<file path="src/rtl/dram_refresh_sched.sv">
module dram_refresh_sched #(
  parameter int ROWS       = 2048,
  parameter int INTERVAL   = 781,
  parameter int MAX_OWED   = 8,
  parameter int T_CSR      = 2,
  parameter int T_RAS      = 4,
  parameter int T_RP       = 3,
  parameter int T_SELF_MIN = 5000,
  parameter int T_RPS      = 6
) (
  input  logic                    clk,
  input  logic                    rst_n,
  input  logic                    ras_only,
  input  logic                    acc_idle,
  input  logic                    acc_req,
  input  logic                    sr_req,
  output logic                    ref_ras_n,
  output logic                    ref_cas_n,
  output logic                    ref_we_n,
  output logic [$clog2(ROWS)-1:0] ref_addr,
  output logic                    busy,
  output logic                    acc_block,
  output logic                    sr_active
);
  localparam int AW  = $clog2(ROWS);
  localparam int BW  = $clog2(ROWS + 1);
  localparam int TBW = $clog2(INTERVAL);
  localparam int OW  = $clog2(MAX_OWED + 1);
  localparam int TW  = $clog2(T_CSR + T_RAS + T_RP + T_SELF_MIN + T_RPS + 1);

  typedef enum logic [2:0] {S_IDLE, S_SETUP, S_STROBE, S_PRECH, S_SSET, S_SELF, S_SREC} st_t;

  st_t           st;
  logic [TW-1:0] tcnt;
  logic [TBW-1:0] tb;
  logic [OW-1:0] owed;
  logic [BW-1:0] burst;
  logic [AW-1:0] row;
  logic          rmode, entering, flow;

  wire done  = (tcnt == '0);
  wire tick  = !flow && (tb == TBW'(INTERVAL - 1));
  wire dec   = !flow && st == S_STROBE && done;
  wire sat   = (owed == OW'(MAX_OWED));
  wire cyc   = (st == S_SETUP) || (st == S_STROBE);
  wire grant = (owed != '0) && (!acc_req || sat);

  assign ref_ras_n = !(st == S_STROBE || st == S_SELF);
  assign ref_cas_n = !((cyc && !rmode) || st == S_SSET || st == S_SELF);
  assign ref_we_n  = 1'b1;
  assign ref_addr  = (cyc && rmode) ? row : '0;
  assign busy      = (st != S_IDLE);
  assign sr_active = (st == S_SELF);
  assign acc_block = busy || sat;

  always_ff @(posedge clk or negedge rst_n) begin
    if (!rst_n) begin
      st <= S_IDLE; tcnt <= '0; burst <= '0; row <= '0;
      rmode <= 1'b0; entering <= 1'b0; flow <= 1'b0;
    end else begin
      if (!done) tcnt <= tcnt - 1'b1;
      case (st)
        S_IDLE: if (acc_idle && (sr_req || grant)) begin
          st <= S_SETUP; tcnt <= TW'(T_CSR - 1); rmode <= ras_only;
          if (sr_req) begin
            burst <= BW'(ROWS); entering <= 1'b1; flow <= 1'b1;
          end
        end
        S_SETUP: if (done) begin st <= S_STROBE; tcnt <= TW'(T_RAS - 1); end
        S_STROBE: if (done) begin
          st <= S_PRECH; tcnt <= TW'(T_RP - 1);
          if (rmode) row <= (row == AW'(ROWS - 1)) ? '0 : row + 1'b1;
          if (burst != '0) burst <= burst - 1'b1;
        end
        S_PRECH: if (done) begin
          if (burst != '0) begin
            st <= S_SETUP; tcnt <= TW'(T_CSR - 1);
          end else if (entering) begin
            st <= S_SSET; tcnt <= TW'(T_CSR - 1); entering <= 1'b0;
          end else begin
            st <= S_IDLE; flow <= 1'b0;
          end
        end
        S_SSET: if (done) begin st <= S_SELF; tcnt <= TW'(T_SELF_MIN - 1); end
        S_SELF: if (done && !sr_req) begin st <= S_SREC; tcnt <= TW'(T_RPS - 1); end
        S_SREC: if (done) begin
          st <= S_SETUP; tcnt <= TW'(T_CSR - 1); burst <= BW'(ROWS); rmode <= ras_only;
        end
        default: st <= S_IDLE;
      endcase
    end
  end

  always_ff @(posedge clk or negedge rst_n) begin
    if (!rst_n) begin
      tb <= '0; owed <= '0;
    end else if (flow) begin
      tb <= '0;
      if (st == S_PRECH && done && burst == '0 && !entering) owed <= '0;
    end else begin
      tb <= tick ? '0 : tb + 1'b1;
      if (tick && !dec && !sat) owed <= owed + 1'b1;
      else if (!tick && dec) owed <= owed - 1'b1;
    end
  end

  a_r2_owed_cap: assert property (@(posedge clk) disable iff (!rst_n)
    owed <= OW'(MAX_OWED));
  a_r3_grant_when_idle: assert property (@(posedge clk) disable iff (!rst_n)
    $rose(busy) |-> $past(acc_idle));
  a_r4_cas_first: assert property (@(posedge clk) disable iff (!rst_n)
    ($fell(ref_ras_n) && !ref_cas_n) |-> ($past(!ref_cas_n) && ref_we_n));
  a_r5_row_only_addr: assert property (@(posedge clk) disable iff (!rst_n)
    ($fell(ref_ras_n) && ref_cas_n) |-> ($stable(ref_addr) && rmode));
  a_r8_exit_precharge: assert property (@(posedge clk) disable iff (!rst_n)
    $fell(sr_active) |-> (ref_ras_n && ref_cas_n));
  a_r9_block_while_busy: assert property (@(posedge clk) disable iff (!rst_n)
    busy |-> acc_block);
endmodule

</file>
<file path="config.mk">
export PLATFORM = sky130hd
export DESIGN_NAME = dram_refresh_sched
export DESIGN_NICKNAME = d
export VERILOG_FILES = /design/src/rtl/dram_refresh_sched.sv
export SDC_FILE = /design/constraint.sdc
export NUM_CORES = 1
export LEC_CHECK = 0
export BUFFER_PORTS_ARGS = -buffer_cell sky130_fd_sc_hd__clkbuf_2
export CORE_UTILIZATION = 31
export CTS_BUF_LIST = sky130_fd_sc_hd__clkbuf_4
export DETAILED_ROUTE_END_ITERATION = 8
export PLACE_DENSITY = 0.6
export SLEW_MARGIN = 20
export SYNTH_ARGS = -nofsm -noshare
export SYNTH_HDL_FRONTEND = slang
export SYNTH_SLANG_ARGS = --single-unit
export TNS_END_PERCENT = 5
</file>
<file path="constraint.sdc">
create_clock -name clk -period 3.2 [get_ports clk]
set_clock_uncertainty 0.15 [all_clocks]
set_input_delay 0.16 -clock clk [delete_from_list [all_inputs] [get_ports clk]]
set_output_delay 0.16 -clock clk [all_outputs]
set_load 0.01 [all_outputs]
</file>
=== Yosys cells after proc, flatten, opt, wreduce, memory -nomap -nowiden ===
Cells that the tools add are included.

* Flip-flop bits (word level): 56
* Output and inout port bits: 17

* Equal/unequal tests: 21
* Mux-type cells: 47
* Add/sub/neg operators: 6
* Reductions and logical operators: 48

{| class="wikitable"
|+ Operator list
! cell !! number
|-
| $mux 13 || 10
|-
| $pmux 13 s7 || 1
|-
| $mux 12 || 5
|-
| $pmux 12 s3 || 1
|-
| $mux 3 || 9
|-
| $mux 11 || 2
|-
| $pmux 3 s7 || 1
|-
| $mux 10 || 2
|-
| $ne 2x2->1 const B || 9
|-
| $mux 4 || 4
|-
| $logic_and 1x1->1 || 14
|-
| $logic_not 13->1 || 1
|-
| $sub 13x1->13 const B || 1
|-
| $logic_not 12->1 || 1
|-
| $reduce_and 6->1 || 2
|-
| $reduce_bool 12->1 || 1
|-
| $sub 12x1->12 const B || 1
|-
| $add 11x1->11 const B || 1
|-
| $eq 11x11->1 const B || 1
|-
| $add 10x1->10 const B || 1
|-
| $eq 10x10->1 const B || 1
|-
| $logic_not 1->1 || 10
|-
| $eq 3x3->1 const B || 3
|-
| $mux 1 || 9
|-
| 16 further kinds || 31
|}

=== Logic depth before layout (Yosys ltp) ===
Gate-level depths: netlist of run 1.

* Depth after elaboration: 8
* Depth in mapped cells: 12
* Gate-level depth less buffers: 12

=== Worst setup path before layout of run 1 ===
No wires, ideal clock.

* Path kind: register to register
* From: register tcnt[0]
* To: register tcnt[0]
* Setup slack: 71 ps
* Data arrival time: 2853 ps
* Data required time: 2924 ps
* Cell stages (with the launch flop): 12
* Cells stage by stage: dfrtp_1 -> inv_1 -> ha_1 -> or4b_1 -> nor3_4 -> inv_2 -> clkbuf_1 -> ha_1 -> inv_1 -> o311ai_0 -> o311ai_0 -> o32a_1

* Longest elaborated chain between the ends: 6
* Elaborated cells on any way between the ends: 14

{| class="wikitable"
|+ RTL lines
! item !! RTL line !! text
|-
| start: declaration || 34 || <nowiki>logic [TW-1:0] tcnt;</nowiki>
|-
| start signal: assignment || 61 || <nowiki>if (!done) tcnt <= tcnt - 1'b1;</nowiki>
|-
| $sub 13x1->13 or $logic_not 13->1 (tied branches) || 61, 41 ||
|-
| $mux 13 || 61 ||
|-
| $mux 13 || 78 || <nowiki>end else if (entering) begin</nowiki>
|-
| $mux 13 || 76 || <nowiki>if (burst != '0) begin</nowiki>
|-
| $mux 13 || 75 || <nowiki>S_PRECH: if (done) begin</nowiki>
|-
| $pmux 13 s7 (*) || 62 || <nowiki>case (st)</nowiki>
|}

Mark *: on every way between the ends. The rest lies on a longest branch, timed or not.
A chain may end at the register's enable or synchronous reset.

=== Worst setup path after layout of run 1 ===
Same ends and word-level chain as after synthesis.

==> results of run 1 <==
## cell type report
| class | instances | area [um2] | share of cell area (%) |
|---|---|---|---|
| clock buffer | 5 | 37.5 | 0.955 |
| clock inverter | 3 | 18.8 | 0.478 |
| inverter | 16 | 60.1 | 1.53 |
| multi-input combinational | 318 | 2010 | 51.2 |
| sequential | 56 | 1400 | 35.7 |
| tap | 140 | 175 | 4.46 |
| timing repair buffer | 36 | 225 | 5.73 |
## cells in the mapped netlist (all sizes together), types with 2 or more instances
master   number
xnor2        12
and2         11
and3          4
clkbuf       12
mux2          2
o41ai         3
nor4b         3
or2           4
mux2i         3
or4           8
dfrtp        56
o21a          2
buf           4
nor2b         3
nor3b         4
nor4          9
o32a          2
a31oi         5
ha           10
nand3        21
nor3         14
o211ai        2
xor2         16
or3           9
nand4        10
nand2        38
a2111oi       2
nor2         44
o21ai        18
o311ai        5
o31ai         7
inv          16
nand2b        3
or4b          3
a21oi        24
## worst min-delay path: stages
cell and delay (ps):
clkbuf_2 190, a21oi_1 90, nand3_1 80, a21oi_1 50
## path summary, 6_finish.rpt
kind,start,depth (start not counted),endpoint
setup / recovery,tcnt[0],10,tcnt[0]
hold / removal,sr_req,4,tcnt[2]
setup reg to reg,tcnt[0],10,tcnt[0]
hold reg to reg,tb[0],1,tb[0]
max in group asynchronous,rst_n,3,burst[6]
min in group asynchronous,rst_n,2,tb[5]
## registers in the layout (all words and copies together), names as in the netlist
name      count
burst        12
entering      1
flow          1
owed          4
rmode         1
row          11
st            3
tb           10
tcnt         13
## metal layers
| metal | track usage (%) | vias to the layer above |
|---|---|---|
| li1 | - | 1518 |
| met1 | 20.8 | 1503 |
| met2 | 22.6 | 70 |
| met3 | 3.29 | 7 |
| met4 | 2.80 | 0 |
| met5 | 0 | - |
## through the flow
step                total power [mW]  util, %
floorplan                      0.850        -
global placement               0.891     35.0
detailed placement             0.896     35.0
CTS                             1.22     35.7
global route                    1.27     35.8
finish                          1.20     35.8
## kinds of logic after synthesis
| family | count (synthesis) | synth area share, % |
|---|---|---|
| other | 1 | 0.106 |
| AND/OR/NAND/NOR | 193 | 29.2 |
| multiplexers | 5 | 1.49 |
| adder cells (fa/ha/maj) | 12 | 4.39 |
| XOR/XNOR | 28 | 6.93 |
| flip-flops | 56 | 39.6 |
| buffers and inverters | 32 | 3.64 |
| AO/OA/AOI/OAI | 79 | 14.6 |
## power by group through the flow
stage	Combinational, mW	Sequential (mW)	Clock, mW
final	0.0942	0.791	0.319
after global routing	0.109	0.797	0.364
after CTS	0.0959	0.790	0.336
after detailed placement	0.0931	0.803	0
after global placement	0.0919	0.799	0
after floorplan	0.0590	0.791	0
## what timing repair did
action	CTS	global route
resized for setup	0	2
endpoints found under the hold margin	42	0
setup endpoints to repair	0	5
hold buffers	2	0
==> impl_metrics.json, run 1 <==
{
  "port_buffers": 21,
  "wl_met1_um": 3910,
  "syn_avg_cell_area_um2": 8.71,
  "cp-end-kind": "register",
  "gp_congestion": 0.820,
  "drv_cap": 0,
  "grt_max_degree": 43,
  "async_flop_share_pct": 100,
  "critical_path.max_stage_delay_ps": 510,
  "final_cell_mix": "dfrtp_1, nor2_1, nand2_1",
  "crit_path_start_kind": "register",
  "ys_types": 61,
  "combPwrFrac_pct": 7.8,
  "placed_cells": 564,
  "crit_buf_inv": 3,
  "route.detailed.drc": 0,
  "post_cts_buffers": 0,
  "dieHeight_um": 109,
  "antenna_left": 0,
  "crit_arrival_ps": 3190,
  "antenna_cells": 0,
  "synth_top_cell_by_area": "dfrtp_1",
  "finalMaxSlewViolations": 0,
  "fin_crit_sh_pct": 95.1,
  "ios": 23,
  "syn_area_um2": 3540,
  "seq_area_frac_synth_pct": 39.6,
  "cts.clk_slew.worst_paths_ps": 170,
  "grt_overflow": 0,
  "antenna_found_initial": 0,
  "seq_power_share_pct": 65.7,
  "drive_gt1_share_pct": 13.1,
  "ys_ff_latch": 56,
  "tritoncts": "yes",
  "final-setup-viol-count": 0,
  "dieArea_um2": 11800,
  "drtIter0Drc": 241,
  "start_util_pct": 32.2,
  "outcome": "completed",
  "required_ps": 3350,
  "cts_buffer_depth": 2,
  "clock_latency_ps": 390,
  "crit_type": "reg -> reg",
  "numCtsBuffers": 5,
  "wl_met3_um": 405,
  "p_sw_uw": 334,
  "crit_family": "compound AO/OA/AOI/OAI gates",
  "grt_pass1_vias": 2890,
  "synth_nets": 423,
  "switching_share_pct": 27.7,
  "p_leak_nw": 1.68,
  "die_x_um": 109,
  "synth_edf_count": 0,
  "stdcell_count": 574,
  "synth_area_leaders": "dfrtp_1, nor2_1, nand2_1",
  "final_common_cell": "dfrtp_1",
  "hold_path_class": "in -> reg",
  "dpl_cell_area_um2": 3850,
  "htreeDepth": 2,
  "wirelength_um": 8060,
  "dr.pass1.iters": 4,
  "via_per_inst": 5.40,
  "core-area_um2": 11000,
  "slowest_stage": "or4b_4",
  "rsz0062_at_grt": "false",
  "cts_sinks": 56,
  "setup_tns_ps": 0,
  "routed-wl-met2_um": 3680,
  "ys.flop_type": "dfrtp_1",
  "max_freq_mhz": 329,
  "cts_root_buf": "clkbuf_4",
  "highest_layer": "met4",
  "vias": 3098,
  "globalRouteTotalUtil_pct": 14.6,
  "p_per_area_nw_per_um2": 306,
  "min_period_ps": 3040,
  "p_int_uw": 870,
  "synth_warnings": 0,
  "hold_slack_ps": 56.2,
  "ir_worst_vdd_mv": 0.131,
  "cp_max_fo": 9,
  "layout_setup_ws_ps": 156,
  "ff2ff_setup_slack_ps": 160,
  "wl_per_cell_um": 14.0,
  "path_cells": "inv_1 > ha_1 > or4b_4 > nor3_4 > inv_2 > ha_1 > inv_1 > o311ai_0 > o311ai_1 > o32a_1",
  "area_delta_synth_final_pct": 11.1,
  "max_slew_margin_pct": 52.5,
  "worst_pin_slew_ps": 704,
  "final_nets": 450,
  "fill_cells": 1099,
  "fin_area_um2": 3930,
  "grt_pass1_wl_um": 13900,
  "rows": 38,
  "syn_inst": 406,
  "finalHoldViolCount": 0,
  "clkPwrFrac_pct": 26.5,
  "hpwlAfterDp_um": 5770,
  "place_ws_ps": 113,
  "yosys.area.top_type_share_pct": 39.6
}
(Power assumes the default switching activity.)
==> run 2, diff against run 1 <==
- CORE_UTILIZATION: 31 -> 56
- PLACE_DENSITY: 0.6 -> 0.89
==> run 2 against run 1 <==
Net effect: register-to-register slack better by 20 ps; critical path type unchanged; core utilization up 29 points; total power up 13%; non-clock buffer count down 1; clock power up 52%; routed wire length down 6.1%; via count up 1.7%; critical endpoint unchanged; largest cell class unchanged; critical path depth up 1; cell area down 0.99%; maximum frequency up 0.82%; worst setup slack better by 25 ps; first-iteration DRC count down 17%.
==> impl_metrics.json, run 2 (synthesis results as in run 1) <==
{
  "outcome": "completed",
  "hold_end": "tcnt[2]",
  "crit_type": "reg -> reg",
  "dieHeight_um": 81.5,
  "final_cell_mix": "dfrtp_1, nor2_1, nand2_1",
  "tritoncts": "yes",
  "hold_path_class": "in -> reg",
  "max_freq_mhz": 331,
  "die_x_um": 81.5,
  "antenna_found_initial": 0,
  "antenna_cells": 0,
  "total_power_mw": 1.37,
  "route.detailed.drc": 0,
  "p_leak_nw": 1.69,
  "crit_arrival_ps": 3200,
  "wl_per_cell_um": 14.9,
  "grt_max_degree": 27,
  "area_delta_synth_final_pct": 9.98,
  "min_period_ps": 3020,
  "start_util_pct": 59.0,
  "cts_root_buf": "clkbuf_4",
  "cp-end-kind": "register",
  "cts.clk_slew.worst_paths_ps": 150,
  "rsz0062_at_grt": "false",
  "top_regs": "tcnt x13, burst x12, row x11",
  "via_per_inst": 6.20,
  "final_common_cell": "dfrtp_1",
  "hold_slack_ps": 71.5,
  "fin_crit_sh_pct": 94.3,
  "hpwlAfterDp_um": 5500,
  "numCtsBuffers": 5,
  "required_ps": 3380,
  "grt_pass1_vias": 2910,
  "max_slew_margin_pct": 43.3,
  "wirelength_um": 7570,
  "port_buffers": 21,
  "worst_pin_slew_ps": 843,
  "cp_max_fo": 13,
  "gp_congestion": 0.893,
  "fill_cells": 487,
  "top_register": "tcnt",
  "setup_tns_ps": 0,
  "hold_depth": 4,
  "grt_overflow": 0,
  "antenna_left": 0,
  "core-area_um2": 5990,
  "drv_cap": 0,
  "vias": 3150,
  "p_per_area_nw_per_um2": 351,
  "hold_start": "sr_req",
  "clock_latency_ps": 390,
  "cts_buffer_depth": 2,
  "final_nets": 449,
  "crit_path_start_kind": "register",
  "largest_reg_flops": 13,
  "reg2reg_depth": 11,
  "final-setup-viol-count": 0,
  "ios": 23,
  "rows": 28,
  "reg2reg_to": "tcnt[0]",
  "drive_gt1_share_pct": 12.7,
  "cts_sinks": 56,
  "finalHoldViolCount": 0,
  "grt_pass1_wl_um": 13000,
  "dr.pass1.iters": 4,
  "finalMaxSlewViolations": 0,
  "ff2ff_setup_slack_ps": 180,
  "r2r_start": "tcnt[0]",
  "dieArea_um2": 6640,
  "ir_worst_vdd_mv": 0.266,
  "htreeDepth": 2,
  "globalRouteTotalUtil_pct": 25.2,
  "drtIter0Drc": 201
}
==> run 2: changes by cell type in the layout (fill, tap and decap cells not counted) <==
| cell | before | now |
|---|---|---|
| buf_4 | 14 | 11 |
| bufinv_16 | 0 | 2 |
| clkinv_2 | 2 | 0 |
| clkbuf_2 | 20 | 21 |
| inv_6 | 0 | 1 |
| o311ai_0 | 4 | 5 |
| dlygate4sd3_1 | 2 | 3 |
| clkinv_4 | 1 | 0 |
| o311ai_1 | 1 | 0 |
==> run 2: worst max-delay path by stage <==
stage	startpoint	end	slack, ps	cells after the start
4_1_cts	tcnt[0]	tcnt[0]	100	11
6_report	tcnt[0]	tcnt[0]	180	11
3_5_place_dp	tcnt[0]	tcnt[0]	140	11
5_1_grt	tcnt[0]	tcnt[0]	30	11
2_1_floorplan	tcnt[0]	tcnt[0]	70	11
3_3_place_gp	tcnt[0]	tcnt[0]	270	11
==> run 2: metal layers <==
metal,vias up,global-route usage (%),part of all wire (%)
li1,1524,-,-
met3,16,4.67,4.2
met1,1521,32.7,46
met4,0,7.86,1.8
met2,89,42.7,48
met5,-,0,0
==> run 2: power breakdown <==
group          leakage [nW]  switching [mW]  total [mW]  internal (mW)
Sequential            0.719          0.0498       0.792          0.742
Clock                0.0558           0.238       0.484          0.246
Combinational         0.915          0.0487      0.0898         0.0411
==> run 2: per-stage QoR <==
stage	cell area [um2]	util, %	instances	worst slack [ps]
final	3890	64.9	508	181
after CTS	3880	64.7	507	98.9
after floorplan	3540	-	406	71.3
after global placement	3740	62.5	496	273
after detailed placement	3740	62.5	496	143
after global routing	3890	64.9	508	31.9
==> run 2: worst max-delay path, cell delays in order, from the launching register on <==
cell and delay (ps):
dfrtp_1 420, inv_1 110, ha_1 160, or4b_4 510, nor3_4 240, inv_2 60
buf_4 180, ha_1 210, a22o_1 250, or3_1 360, o311ai_0 120, o32a_1 210
==> run 2: cell type report <==
| class | instances | area [um2] | area share, % |
|---|---|---|---|
| clock inverters | 3 | 68.8 | 1.77 |
| repair buffers | 35 | 218 | 5.60 |
| flip-flops and latches | 56 | 1400 | 36.0 |
| multi-input cells | 318 | 2010 | 51.7 |
| clock buffers | 5 | 37.5 | 0.965 |
| inverters | 16 | 60.1 | 1.54 |
| well taps | 75 | 93.8 | 2.41 |
==> run 2: timing repair <==
item                                   in CTS  in global routing
setup endpoints to repair                   0                  6
endpoints found under the hold margin      57                  0
hold buffers                                3                  0
buffers inserted                            0                  1
gates resized for setup                     0                  1
==> run 3, diff against run 2 <==
- CORE_MARGIN: default -> 1.5
- GPL_TIMING_DRIVEN: default -> 0
==> run 3 against run 2 <==
Net effect: non-clock buffer count up 4; die area up 2.5%; routed wire length up 7.1%; critical path depth down 1; sequential share of layout area up 0.37 points; first-iteration DRC count up 53%; critical path type unchanged; flip-flop and latch count unchanged.
==> impl_metrics.json, run 3 (synthesis results as in run 1) <==
{
  "outcome": "completed",
  "finalHoldViolCount": 0,
  "top_regs": "tcnt x13, burst x12, row x11",
  "cp_max_fo": 14,
  "crit_start": "tcnt[0]",
  "start_util_pct": 58.7,
  "globalRouteTotalUtil_pct": 26.4,
  "dr.pass1.iters": 5,
  "layout_setup_ws_ps": 220,
  "r2r_start": "tcnt[0]",
  "core-area_um2": 6030,
  "antenna_cells": 0,
  "path_cells": "inv_1 > ha_1 > or4b_4 > nor3_4 > inv_2 > ha_1 > inv_1 > o311ai_1 > o311ai_1 > o32a_1",
  "critical_path.max_stage_delay_ps": 510,
  "p_leak_nw": 1.66,
  "worst_pin_slew_ps": 957,
  "antenna_left": 0,
  "final_nets": 453,
  "port_buffers": 21,
  "final_common_cell": "dfrtp_1",
  "fin_crit_sh_pct": 93.1,
  "htreeDepth": 2,
  "top_register": "tcnt",
  "grt_pass1_vias": 3057,
  "drv_cap": 0,
  "min_period_ps": 2980,
  "vias": 3223,
  "area_delta_synth_final_pct": 8.84,
  "place_ws_ps": -374,
  "route.detailed.drc": 0,
  "grt_max_degree": 57,
  "cp-end-kind": "register",
  "wl_per_cell_um": 15.8,
  "dieArea_um2": 6800,
  "fill_cells": 486,
  "hold_start": "sr_req",
  "gp_congestion": 0.968,
  "grt_overflow": 0,
  "crit_type": "reg -> reg",
  "cts_root_buf": "clkbuf_4",
  "wirelength_um": 8110,
  "cts_sinks": 56,
  "rows": 28,
  "ios": 23,
  "final_cell_mix": "dfrtp_1, nor2_1, nand2_1",
  "ff2ff_setup_slack_ps": 220,
  "finalMaxSlewViolations": 0,
  "cts.clk_slew.worst_paths_ps": 150,
  "cts_buffer_depth": 2,
  "tritoncts": "yes",
  "via_per_inst": 6.29,
  "largest_reg_flops": 13,
  "max_freq_mhz": 336,
  "hpwlAfterDp_um": 5790,
  "crit_path_start_kind": "register",
  "grt_pass1_wl_um": 13900,
  "max_slew_margin_pct": 35.7,
  "required_ps": 3330,
  "post-route-util_pct": 63.9,
  "drive_gt1_share_pct": 11.0,
  "dieHeight_um": 82.5,
  "clock_latency_ps": 390,
  "p_per_area_nw_per_um2": 335,
  "ir_worst_vdd_mv": 0.236,
  "hold_path_class": "in -> reg",
  "numCtsBuffers": 5,
  "final-setup-viol-count": 0,
  "drtIter0Drc": 307,
  "die_x_um": 82.5,
  "crit_arrival_ps": 3110,
  "rsz0062_at_grt": "false",
  "slowest_stage": "or4b_4",
  "antenna_found_initial": 0
}
[run 3: cell count changes in the layout (fill, tap and decap cells not counted), moves of 2 or more]
| cell | previous run | this run |
|---|---|---|
| clkbuf_1 | 0 | 11 |
| buf_4 | 11 | 3 |
| o311ai_1 | 0 | 2 |
| o311ai_0 | 5 | 3 |
| clkbuf_4 | 5 | 7 |
[run 3: area by class of cell]
type	count	area, um2	share of cell area (%)
Buffer	15	65.1	1.69
Sequential cell	56	1400	36.4
Clock buffer	6	45.0	1.17
Timing Repair Buffer	24	135	3.51
Tap cell	75	93.8	2.44
Inverter	16	60.1	1.56
Clock inverter	2	38.8	1.01
Multi-Input combinational cell	318	2010	52.2
[run 3: metrics by stage]
| step | TNS (ps) | instances | cell area (um2) | total power [mW] | hold WS [ps] |
|---|---|---|---|---|---|
| global route | 0 | 512 | 3850 | 1.35 | 59.4 |
| finish | 0 | 512 | 3850 | 1.29 | 73.7 |
| CTS | 0 | 512 | 3850 | 1.30 | 47.5 |
| floorplan | 0 | 406 | 3540 | 0.850 | -286 |
| global placement | -307 | 502 | 3740 | 0.883 | 246 |
| detailed placement | -374 | 502 | 3740 | 0.891 | 160 |
[run 3: routing by layer]
metal  track usage (%)  vias to the layer above  part of all wire, %
met5                 0                        -                    0
li1                  -                     1527                    -
met3              4.73                       17                  6.5
met4              9.15                        0                  1.6
met2              41.7                      138                   48
met1              36.5                     1541                   44
[run 3: critical path, delay by kind of cell (launching register included)]
family	cells	cell delay [ps]
flops	1	450
fa+ha+maj	2	520
buf+inv	3	340
compound gates	3	730
simple gates	2	680
[run 3: path summary, 6_finish.rpt]
check                            to  cells past startpoint
max                         tcnt[0]                     10
max reg2reg                 tcnt[0]                     10
min                         tcnt[2]                      4
min in group asynchronous   tcnt[5]                      2
max in group asynchronous  burst[1]                      2
min reg2reg                   tb[0]                      1
[run 3: what timing repair did]
action,4_1_cts,5_1_grt
pin swaps,1,0
endpoints found under the setup margin,1,1
endpoints found under the hold margin,57,0
setup buffers,1,0
gates resized for setup,1,2
hold buffers,2,0
[run 3: power by group]
part           switching (mW)  internal [mW]  leakage, nW
combinational          0.0503         0.0398        0.894
clock                   0.234          0.177       0.0463
sequential             0.0477          0.742        0.719
total                   0.332          0.959         1.66
